[src/rtl/cntr_irq_combiner.sv]
module cntr_irq_combiner #(
  parameter int NCH = 8
) (
  input  logic           clk,
  input  logic           rst_n,
  input  logic           bus_wr,
  input  logic [2:0]     bus_addr,
  input  logic [7:0]     bus_wdata,
  output logic [7:0]     bus_rdata,
  input  logic [NCH-1:0] evt_carry_i,
  input  logic [NCH-1:0] evt_borrow_i,
  input  logic [NCH-1:0] evt_cmp_i,
  input  logic [NCH-1:0] evt_idx_i,
  input  logic [NCH-1:0] idx_level_i,
  input  logic [NCH-1:0] cable_fault_i,
  output logic           irq_o,
  output logic           ctr_rst_o
);
  localparam logic [2:0] A_STAT = 3'd0, A_MASK = 3'd1, A_OP = 3'd2, A_SELLO = 3'd3,
                         A_SELHI = 3'd4, A_LVL = 3'd5, A_CAB = 3'd6;
  localparam int SELW = 2 * NCH;
  localparam int HALF = SELW / 2;

  logic [NCH-1:0]  pend_q, mask_q, prev_q, sel_evt, rise;
  logic [SELW-1:0] src_q;
  logic [NCH-1:0]  cab_q;
  logic            func_q;

  wire op_wr  = bus_wr && bus_addr == A_OP;
  wire clr_wr = op_wr && bus_wdata[2];

  for (genvar c = 0; c < NCH; c++) begin : g_sel
    always_comb begin
      unique case (src_q[2*c +: 2])
        2'd0:    sel_evt[c] = evt_carry_i[c];
        2'd1:    sel_evt[c] = evt_cmp_i[c];
        2'd2:    sel_evt[c] = evt_carry_i[c] | evt_borrow_i[c];
        default: sel_evt[c] = evt_idx_i[c];
      endcase
    end
  end

  assign rise = sel_evt & ~prev_q;

  always_ff @(posedge clk or negedge rst_n) begin
    if (!rst_n) begin
      pend_q    <= '0;
      prev_q    <= '0;
      mask_q    <= '0;
      src_q     <= '0;
      cab_q     <= '1;
      func_q    <= 1'b0;
      ctr_rst_o <= 1'b0;
    end else begin
      prev_q    <= sel_evt;
      pend_q    <= (clr_wr ? '0 : pend_q) | rise;
      ctr_rst_o <= op_wr && bus_wdata[0];
      if (op_wr) begin
        if (bus_wdata[2])      func_q <= 1'b1;
        else if (bus_wdata[0]) func_q <= 1'b0;
      end
      if (bus_wr) begin
        case (bus_addr)
          A_MASK:  mask_q <= bus_wdata[NCH-1:0];
          A_SELLO: src_q[HALF-1:0] <= bus_wdata;
          A_SELHI: src_q[SELW-1:HALF] <= bus_wdata;
          A_CAB:   cab_q <= bus_wdata[NCH-1:0];
          default: ;
        endcase
      end
    end
  end

  assign irq_o = func_q && |(pend_q & mask_q);

  always_comb begin
    case (bus_addr)
      A_STAT:  bus_rdata = pend_q;
      A_MASK:  bus_rdata = mask_q;
      A_OP:    bus_rdata = {5'b0, func_q, 2'b0};
      A_SELLO: bus_rdata = src_q[HALF-1:0];
      A_SELHI: bus_rdata = src_q[SELW-1:HALF];
      A_LVL:   bus_rdata = idx_level_i;
      A_CAB:   bus_rdata = cab_q | ~cable_fault_i;
      default: bus_rdata = 8'h00;
    endcase
  end

  assert_edge_sets_R2: assert property (@(posedge clk) disable iff (!rst_n)
    (rise != '0) |=> (($past(rise) & ~pend_q) == '0));

  assert_flags_sticky_R2: assert property (@(posedge clk) disable iff (!rst_n)
    !clr_wr |=> (($past(pend_q) & ~pend_q) == '0));

  assert_clear_keeps_edge_R4: assert property (@(posedge clk) disable iff (!rst_n)
    clr_wr |=> ((pend_q & ~$past(rise)) == '0));

  assert_off_pulses_R5: assert property (@(posedge clk) disable iff (!rst_n)
    (op_wr && bus_wdata[0] && !bus_wdata[2]) |=> (!irq_o && ctr_rst_o));

  assert_pulse_single_R5: assert property (@(posedge clk) disable iff (!rst_n)
    (ctr_rst_o && !op_wr) |=> !ctr_rst_o);

  assert_disarmed_reads_one_R8: assert property (@(posedge clk) disable iff (!rst_n)
    (bus_addr == A_CAB && cab_q == '1) |-> bus_rdata == 8'hFF);
endmodule

[config.mk]
export PLATFORM = sky130hd
export DESIGN_NAME = cntr_irq_combiner
export DESIGN_NICKNAME = d
export VERILOG_FILES = /design/src/rtl/cntr_irq_combiner.sv
export SDC_FILE = /design/constraint.sdc
export NUM_CORES = 1
export LEC_CHECK = 0
export BUFFER_PORTS_ARGS = -buffer_cell sky130_fd_sc_hd__buf_4
export CORE_MARGIN = 5
export CORE_UTILIZATION = 52
export CTS_CLUSTER_SIZE = 20
export DETAILED_ROUTE_END_ITERATION = 12
export PLACE_DENSITY = 0.8
export SETUP_SLACK_MARGIN = 0.02
export SYNTH_ARGS = -nofsm -noshare
export SYNTH_HDL_FRONTEND = slang
export SYNTH_SLANG_ARGS = --single-unit
[constraint.sdc]
create_clock -name clk -period 2 [get_ports clk]
set_clock_uncertainty 0.2 [all_clocks]
set_input_delay 0 -clock clk [delete_from_list [all_inputs] [get_ports clk]]
set_output_delay 0 -clock clk [all_outputs]
set_load 0.02 [all_outputs]
* Word-level counts from Yosys, hierarchy flattened
Index checks and enable logic that the tools add are counted.
Widths: inputs -> output; s select.
** Word-level totals
- Flip-flop bits (word level) :: 50
- Bits in latches :: 0
- Memory bits (writable) :: 0
- ROM bits :: 0
- Input port bits :: 62
- Output and inout bits :: 10
- Logic and storage cells :: 76
- Memories :: 0
** Cells by class
- Add/subtract/negate cells :: 0
- Multipliers :: 0
- Divide/modulo/power cells :: 0
- $lt $le $gt $ge :: 0
- Eq/ne operators :: 22
- Shifts and indexed selects :: 0
- Muxes and demuxes :: 12
- Bitwise gates (word level) :: 14
- Reduce and logical (&&, ||, !) cells :: 20
** Operator list (count)
- $pmux 8 s7 :: 1
- $pmux 1 s3 :: 8
- $and 8x8->8 :: 2
- $eq 2x1->1 const B :: 8
- $eq 2x2->1 const B :: 8
- $logic_not 2->1 :: 8
- $not 8->8 :: 2
- $or 8x8->8 :: 2
- $reduce_and 2->1 :: 5
- $eq 3x3->1 const B :: 3
- $mux 8 :: 1
- $or 1x1->1 :: 8
- $reduce_or 8->1 :: 1
- $eq 3x2->1 const B :: 2
- $logic_and 1x1->1 :: 4
- $eq 3x1->1 const B :: 1
- $logic_not 3->1 :: 1
- $mux 1 :: 2
- $reduce_bool 2->1 :: 1

* Depth between registers and ports, before layout
Gate-level depths: netlist of the first run.
- Depth after elaboration :: 5
- Depth in mapped cells :: 5
- Gate-level depth less buffers :: 3

* Least setup slack after synthesis of the first run
OpenSTA, ideal clock, no wires.
- Path kind :: flip-flop to flip-flop
- Start point :: register src_q[14]
- End point :: register pend_q[7]
- Library setup time :: 121 ps
- Arrival time :: 1192 ps
- Data required time :: 1679 ps
- Setup slack :: 487 ps
- Cell stages (with the launch flop) :: 4
- Path buffers :: 0
- Clock period less this slack :: 1513 ps
- Path through :: dfrtp_1 > mux2_2 > a221o_1 > a22o_1
** On the way
- Word-level cells in the longest chain between the ends :: 4
- Elaborated cells on any way between the ends :: 6
- Classes of those cells :: 2 x eq/ne; 1 x mux; 2 x bitwise; 1 x reduce/logical
** Ends and longest elaborated chain
- start: declaration :: RTL line 25 : logic [SELW-1:0] src_q;
- start signal: indexed assignment :: RTL line 65 : A_SELLO: src_q[HALF-1:0] <= bus_wdata;
- start signal: indexed assignment :: RTL line 66 : A_SELHI: src_q[SELW-1:HALF] <= bus_wdata;
- $eq 2x2->1, or another cell as far along :: RTL line 34 : unique case (src_q[2*c +: 2])
- $pmux 1 s3 * :: RTL line 34
- net sel_evt[7] :: RTL line 24 : logic [NCH-1:0] pend_q, mask_q, prev_q, sel_evt, rise;
- $and 8x8->8 * :: RTL line 43 : assign rise = sel_evt & ~prev_q;
- $or 8x8->8 * :: RTL line 56 : pend_q <= (clr_wr ? '0 : pend_q) | rise;
- end signal: assignment :: RTL line 56
- end: declaration :: RTL line 24
The timed path passes the listed nets; every way through them passes the cells marked *.
A chain may end at the register's enable or synchronous reset.

* Final worst setup path of the first run
- Start point :: register src_q[3]
- End point :: register pend_q[1]
Same word-level chain as after synthesis.

==> impl.org, run 1 <==
** Run status
- Outcome :: finished, final reports clean

** Logic synthesis
- For this run, the register share of the synthesized area comes to 0.503.
- Number of nets in the synthesized netlist :: 265
- Synth unique cells :: 31
- Post-synth EDFFs :: 0
- Post-synthesis instance area :: 0.00251 mm^2
- Post-synth ARST share :: 1.00
- The synthesized design contains 50 register bits.
- Average cell area after synthesis :: 12.3 um^2
- The most used flip-flop cell after synthesis is dfrtp_1.
- After technology mapping, the gate count stands at 203.
- Yosys warns :: 0

** Clocking
- After clock tree synthesis, the clock-pin slew on the worst setup and hold paths is 0.10 ns.
- Clk sinks :: 50
- H-tree Lvls :: 2
- CTS buffer count :: 5
- TritonCTS built the clock tree.
- For the worst-skew pair, the clock arrives at the later sink with an insertion delay of 0.31 ns.
- Maximum root-to-sink buffer count :: 2
- Root Driver :: clkbuf_8

** Placed design
- Detailed placement ended at an HPWL of 4.82 mm.
- Routability-driven placement finished with a final weighted congestion of 0.828.
- Including well taps, the total number of placed cells is 323.
- Number of buffer cells added on primary ports :: 71
- Once placement finished, the instance area stood at 0.00309 mm^2.

** Power and ir drop
- In this run the static leakage power is 1.64 nW.
- Power spread over the standard cell area amounts to 806 mW/mm^2.
- The design draws 0.00285 W.
- The worst-case IR drop observed on VDD is 0.531 mV.

** Layout
- In the final layout, the share of cells above drive strength 1 is 0.444.
- Layout area overhead :: 41.2%
- Post-route non-filler standard cell count :: 367
- Net count reported at finish :: 374
- The repair_antennas step left the layout with diodes totalling 0.
- After routing the design area is 0.00354 mm^2.

** GRT
- The number of global-route vias before repair was 2217.
- Largest net degree at the start of global routing :: 51
- GR Overflow Total :: 0
- Initial antenna violation count :: 0
- Wire length of the first global-routing pass :: 11.1 mm
- Global-route total usage across every layer :: 0.230

** Critical path
- In this run the worst path has a maximum fanout of 4.
- The kind of cell with the highest combined delay along the critical path is buffers and inverters.
- In this run the number of cells on the critical path is 4.
- Counting both buffers and inverters, the worst setup path holds a total of 1.
- The worst register-to-register path ends at pend_q[1]$_DFF_PN0_.
- Slowest library cell on the worst path :: dlygate4sd3_1
- The worst register-to-register path begins at src_q[3]$_DFFE_PN0P_.
- Critical-path cell list :: mux2i_1, dlygate4sd3_1, a21oi_1, a22o_1
- The worst setup path is of the reg2reg kind.
- In this run the worst setup path terminates at pend_q[1]$_DFF_PN0_.
- Type of origin of the critical path :: register
- At the worst endpoint, the required time is 2.05 ns.
- On the worst path, the slowest cell contributes a delay of 0.57 ns.
- R2r worst-path depth :: 4
- In this run the worst setup path begins at src_q[3]$_DFFE_PN0P_.
- CP Capture Type :: register
- The worst register-to-register path has a setup slack of 0.03 ns.
- WP data arrival :: 2.03 ns

** STA
- The count of final hold-check violations came to 0.
- Setup total negative slack :: 0 ns
- Share of the cycle needed by the critical path after routing :: 0.986
- Count of endpoints failing setup in the final report :: 0
- Peak Freq :: 507 MHz
- In this run the tightest slew margin relative to its limit is 0.595.
- At the pin with the least slew margin, the transition time is 0.608 ns.
- After layout, the minimum clock period comes to 1.97 ns.
- Setup repair after global routing left no endpoint under its margin.
- The number of max-slew violations in the final report was 0.

** Routing
- Number of routed nets with antenna violations :: 0
- In the final routed layout, each cell accounts on average for 18.9 um.
- The first routing iteration left 84 violations.
- Summing over every cut layer, the via total after detailed routing is 2122.
- DRT Wirelength :: 6.95 mm
- Routed via count divided by cell count :: 5.78
- DRC violation count after routing :: 0
- Number of optimization iterations in the first detailed-route pass :: 4

** Worst hold path
- The path class of the tightest hold or removal check is in2reg.

** Floorplan
- # IOs :: 72
- Die Outline Area :: 0.00631 mm^2
- From bottom edge to top edge, the die measures 79.4 um.
- The floorplan step set the die width to 79.4 um.
- Initial cell density of the core :: 0.534
- Core Box Area :: 0.00469 mm^2
- In this run the core area contains 25 standard-cell rows.

** Run
- Number of maximum-capacitance violations :: 0
## power breakdown
group / switching (W) / total [W] / internal [W] / leakage [nW]
combinational: 0.000319 / 0.000812 / 0.000493 / 1.03
sequential: 0.000167 / 0.00141 / 0.00125 / 0.563
clock: 0.000351 / 0.000630 / 0.000279 / 0.0472
## through the flow
step | utilization | setup slack, ns | hold slack, ns
2_1_floorplan | - | 0.487 | -0.496
3_3_place_gp | 0.658 | 0.405 | -0.146
3_5_place_dp | 0.658 | 0.374 | -0.144
4_1_cts | 0.748 | 0.0491 | 0.000723
5_1_grt | 0.754 | 0.0150 | 0.00952
6_report | 0.754 | 0.0272 | 0.00109
## layout make-up
cell class                 instances  area, um^2
sequential                        50        1260
fill                             328        1150
multi-input combinational        128        1150
timing repair buffer             108         893
clock buffer                       6        82.6
inverter                          19        71.3
tap                               54        67.6
clock inverter                     2        12.5
## worst min-delay path by stage
stage,from,endpoint,slack (ns),cells past startpoint
after global routing,evt_borrow_i[7],pend_q[7]$_DFF_PN0_,0.01,4
after global placement,rst_n,pend_q[5]$_DFF_PN0_,-0.15,1
after floorplan,rst_n,ctr_rst_o$_DFF_PN0_,-0.50,0
after detailed placement,rst_n,pend_q[5]$_DFF_PN0_,-0.14,1
final,evt_cmp_i[7],pend_q[7]$_DFF_PN0_,0.001,4
after CTS,evt_cmp_i[7],pend_q[7]$_DFF_PN0_,0.0007,4
## tightest hold or removal path, stage by stage
cell and delay [ns]:
buf_4 0.07, and3b_1 0.15, a221o_1 0.12, a22o_1 0.13
## cells in the mapped netlist, drive strengths merged, types with 5 or more instances
cell    count  area, um^2
a22o        8        70.1
a22oi      12        90.1
buf         5        25.0
dfrtp      42        1050
dfstp       8         210
inv        19        71.3
mux2       37         417
mux2i       5        50.1
nand2       9        33.8
nand2b      5        31.3
o21ai      12        60.1
## sequential cells by signal, summed over array words and instances, names as in the netlist
register,count
mask_q,8
cab_q,8
prev_q,8
pend_q,8
src_q,16
ctr_rst_o,1
func_q,1
## timing repair
item | 4_1_cts | 5_1_grt
hold endpoints to repair | 98 | 0
gates resized for setup | 0 | 2
hold buffers | 33 | 0
endpoints found under the setup margin | 0 | 4
setup buffers | 0 | 3
## logic make-up (layout without fill, tap and decap cells)
logic type / Yosys count / in the layout / share of synthesized area
buffers and inverters: 25 / 135 / 0.0399
DFF: 50 / 50 / 0.503
and+or+nand+nor: 30 / 30 / 0.0854
muxes: 46 / 46 / 0.222
AOI/OAI and AO/OA: 52 / 52 / 0.149
## routing by layer
layer | up-vias | GRT usage | routed length (um) | share of wire
met1 | 1044 | 0.290 | 2800 | 0.40
met5 | - | 0 | 0 | 0
li1 | 982 | - | - | -
met4 | 0 | 0.0619 | 119 | 0.017
met2 | 82 | 0.398 | 3520 | 0.51
met3 | 14 | 0.0497 | 510 | 0.073
## cells in the final DEF (no fill, tap or decap), types with 3 or more instances in the layout
| master | n |
|---|---|
| mux2i_1 | 5 |
| clkbuf_8 | 6 |
| nand2b_1 | 5 |
| a221o_1 | 3 |
| mux4_2 | 4 |
| and3b_1 | 4 |
| inv_1 | 18 |
| dlygate4sd3_1 | 33 |
| mux2_2 | 37 |
| nand2_1 | 9 |
| dfrtp_1 | 41 |
| a22oi_1 | 12 |
| a21oi_1 | 4 |
| nor2b_1 | 4 |
| o21ai_0 | 12 |
| o221ai_1 | 3 |
| a211oi_1 | 3 |
| buf_4 | 75 |
| a22o_1 | 8 |
| dfstp_2 | 8 |
Power figures use the tool's default switching activity.
==> inputs of run 2 (changes only) <==
Settings changed: BUFFER_PORTS_ARGS -buffer_cell sky130_fd_sc_hd__buf_4 to unset, CORE_UTILIZATION 52 to 60, DONT_BUFFER_PORTS set to 1, PLACE_DENSITY 0.8 to 0.76.
==> impl.org, run 2 (synthesis gave the netlist of run 1 again) <==
** Run status
- Outcome :: finished, final reports clean (unchanged)

** Layout
- Diodes inserted :: 0 (unchanged)
- Finished Cell Area :: 0.00317 mm^2 (was 0.00354 mm^2)
- The area added between synthesis and finish came to 26.6% (was 41.2%).
- The number of nets in the layout is 320 (was 374).
- Share of final-layout standard cells stronger than drive strength 1 :: 0.267 (was 0.444)
- The flip-flop count of the largest register after layout was 16 (unchanged).
- Most used cells in the layout excluding fill and tap cells :: dlygate4sd3_1 (46), dfrtp_1 (42), mux2_2 (37), inv_1 (18) (was buf_4 (75), dfrtp_1 (41), mux2_2 (37), dlygate4sd3_1 (33), inv_1 (18))
- The final-layout fill cell count was 247 (was 328).
- The register cell area after layout was 0.00126 mm^2 (about the same).
- Register with the highest flop count :: src_q (unchanged)
- The most common library cell in the layout ignoring fill and taps is dlygate4sd3_1 (was buf_4).
- Combined area of the multi-input logic cells :: 0.00114 mm^2 (was 0.00115 mm^2)

** Clocking
- The number of resized instances in the post-cts repair step came to 0 (unchanged).
- H-tree Lvls :: 2 (unchanged)
- The root buffer cell is clkbuf_8 (unchanged).
- The clock buffer count from CTS is 5 (unchanged).
- Worst-path clk slew :: 0.09 ns (was 0.10 ns)
- The number of clock sinks seen by CTS was 50 (unchanged).
- TritonCTS clock tree :: yes (unchanged)
- Maximum root-to-sink buffer count :: 2 (unchanged)
- The later-pin clock latency in the skew report came to 0.32 ns (was 0.31 ns).

** Routing
- The number of nets with antenna violations after detailed routing was 0 (unchanged).
- The per-cell routed wire length is 22.5 um (was 18.9 um).
- Number of optimization iterations in the first detailed-route pass :: 4 (unchanged)
- The overall via count from detail_route is 1990 (was 2122).
- Detailed router's first-iteration violation count :: 179 (was 84)
- DRT Wirelength :: 6.93 mm (was 6.95 mm)
- Routed via count divided by cell count :: 6.46 (was 5.78)
- The post-detailed-route DRC marker count is 0 (unchanged).

** Power and ir drop
- Sequential cell fraction of total power :: 0.529 (was 0.495)
- The areal power density over the cells is 844 mW/mm^2 (was 806 mW/mm^2).
- Part of the total power dissipated in the clock network :: 0.214 (was 0.221)
- The switching power summed over all nets came to 0.000792 W (was 0.000837 W).
- Leakage dissipation :: 1.38 nW (was 1.64 nW)
- Internal power summed over all cells :: 0.00188 W (was 0.00202 W)
- The part of the power in combinational logic came to 0.257 (was 0.285).
- Switching fraction of total power :: 0.296 (was 0.293)
- The largest vdd supply drop was 0.703 mV (was 0.531 mV).

** Critical path
- The arrival time of data at the critical path endpoint was 1.95 ns (was 2.03 ns).
- The launching element type of the critical path was a register (unchanged).
- The endpoint of the most critical setup path is pend_q[3]$_DFF_PN0_ (was pend_q[1]$_DFF_PN0_).
- Worst Setup Path Type :: reg2reg (unchanged)
- Launch instance of the worst register-to-register path :: src_q[6]$_DFFE_PN0P_ (was src_q[3]$_DFFE_PN0P_)
- The endpoint required time on the critical path was 2.00 ns (was 2.05 ns).
- The endpoint of the lowest-slack register-to-register path is pend_q[3]$_DFF_PN0_ (was pend_q[1]$_DFF_PN0_).
- Register-to-register setup slack :: 0.05 ns (was 0.03 ns)
- CP Max Fanout :: 4 (unchanged)
- Setup crit start :: src_q[6]$_DFFE_PN0P_ (was src_q[3]$_DFFE_PN0P_)
- The type of destination of the critical path is a register (unchanged).
- The depth of the worst register-to-register path is 4 (unchanged).

** Placed design
- Placed wire-length estimate :: 4.43 mm (was 4.82 mm)
- The port buffer count was 0 (was 71).
- DP Area :: 0.00258 mm^2 (was 0.00309 mm^2)
- The final RePlAce weighted congestion is 0.815 (was 0.828).

** Worst hold path
- The worst min-delay path class is in2reg (unchanged).

** STA
- The count of final hold-check violations is 0 (unchanged).
- Count of endpoints failing setup in the final report :: 0 (unchanged)
- The slew of the pin with the lowest slew margin is 0.704 ns (was 0.608 ns).
- Share of the cycle needed by the critical path after routing :: 0.976 (was 0.986)
- The highest achievable clock rate came to 513 MHz (was 507 MHz).
- Unrepaired setup endpoints after global routing: false (unchanged).
- The sum of negative setup slack is 0 ns (unchanged).
- Count of final max-slew check failures :: 0 (unchanged)
- Slew margin rel. :: 0.526 (was 0.595)
- Minimum clock period after layout :: 1.95 ns (was 1.97 ns)

** Floorplan
- The x dimension of the die came to 74.6 um (was 79.4 um).
- Die Outline Area :: 0.00557 mm^2 (was 0.00631 mm^2)
- The total core area was 0.00403 mm^2 (was 0.00469 mm^2).
- The number of rows in the core area is 23 (was 25).
- The initial core utilization came to 0.622 (was 0.534).
- # IOs :: 72 (unchanged)
- Die extent in y :: 74.6 um (was 79.4 um)

** GRT
- The global routing usage summed across all routing layers was 0.269 (was 0.230).
- The number of global-route vias before repair was 2107 (was 2217).
- GR Overflow Total :: 0 (unchanged)
- The number of antenna violations at the first check in global routing was 0 (unchanged).
- Largest net degree at the start of global routing :: 28 (was 51)
- Wire length of the first global-routing pass :: 10.8 mm (was 11.1 mm)

** Run
- The count of maximum capacitance violations is 0 (unchanged).
## run 2: cell types whose count changed in the layout (fill, tap and decap cells not counted), sizes merged
cell and delta:
clkinv +1, dlygate4sd3 +13, clkbuf -1, buf -67
clkinvlp -1
## run 2: critical path: stages, from the launching register on
cell and delay [ns]:
dfrtp_1 0.43, mux2i_1 0.23, o221ai_1 0.13, dlygate4sd3_1 0.61, a22o_1 0.25
## run 2: worst min path at each step
stage	start	endpoint	slack, ns	depth (start not counted)
after global routing	bus_addr[2]	src_q[14]$_DFFE_PN0P_	0.02	2
after CTS	bus_addr[2]	src_q[14]$_DFFE_PN0P_	0.01	2
after floorplan	rst_n	ctr_rst_o$_DFF_PN0_	-0.50	0
after detailed placement	rst_n	pend_q[7]$_DFF_PN0_	-0.49	0
after global placement	rst_n	src_q[7]$_DFFE_PN0P_	-0.49	0
final	bus_addr[2]	src_q[14]$_DFFE_PN0P_	0.006	2
## run 2: stage by stage
stage                     utilization  power [W]  hold slack [ns]  setup slack [ns]  std cells
final                           0.787    0.00268          0.00586            0.0490        308
after global routing            0.787    0.00278           0.0207            0.0157        308
after CTS                       0.785    0.00266           0.0121            0.0388        307
after detailed placement        0.640    0.00195           -0.494             0.380        252
after global placement          0.640    0.00191           -0.494             0.460        252
after floorplan                     -    0.00181           -0.496             0.487        203
## run 2: power by group through the flow
stage / sequential (W) / combinational [W] / clock [W]
after floorplan: 0.00137 / 0.000446 / 0
after global placement: 0.00141 / 0.000498 / 0
after detailed placement: 0.00143 / 0.000522 / 0
after CTS: 0.00141 / 0.000673 / 0.000576
after global routing: 0.00144 / 0.000741 / 0.000602
final: 0.00142 / 0.000687 / 0.000573
## run 2: layer usage
| layer | vias to the layer above | wire [um] | track usage |
|---|---|---|---|
| met5 | - | 0 | 0 |
| li1 | 877 | - | - |
| met1 | 993 | 2620 | 0.326 |
| met2 | 110 | 3560 | 0.462 |
| met3 | 10 | 640 | 0.0748 |
| met4 | 0 | 108 | 0.0929 |
## run 2: final cells by class
class                           instances  area share
Sequential cell                        50       0.398
Multi-Input combinational cell        128       0.361
Timing Repair Buffer                   54       0.174
Inverter                               19      0.0225
Clock buffer                            5      0.0217
Tap cell                               50      0.0197
Clock inverter                          2     0.00316
## run 2: what timing repair did
item / 4_1_cts / 5_1_grt
endpoints found under the hold margin: 101 / 0
endpoints found under the setup margin: 0 / 1
hold buffers: 48 / 0
setup buffers: 0 / 1
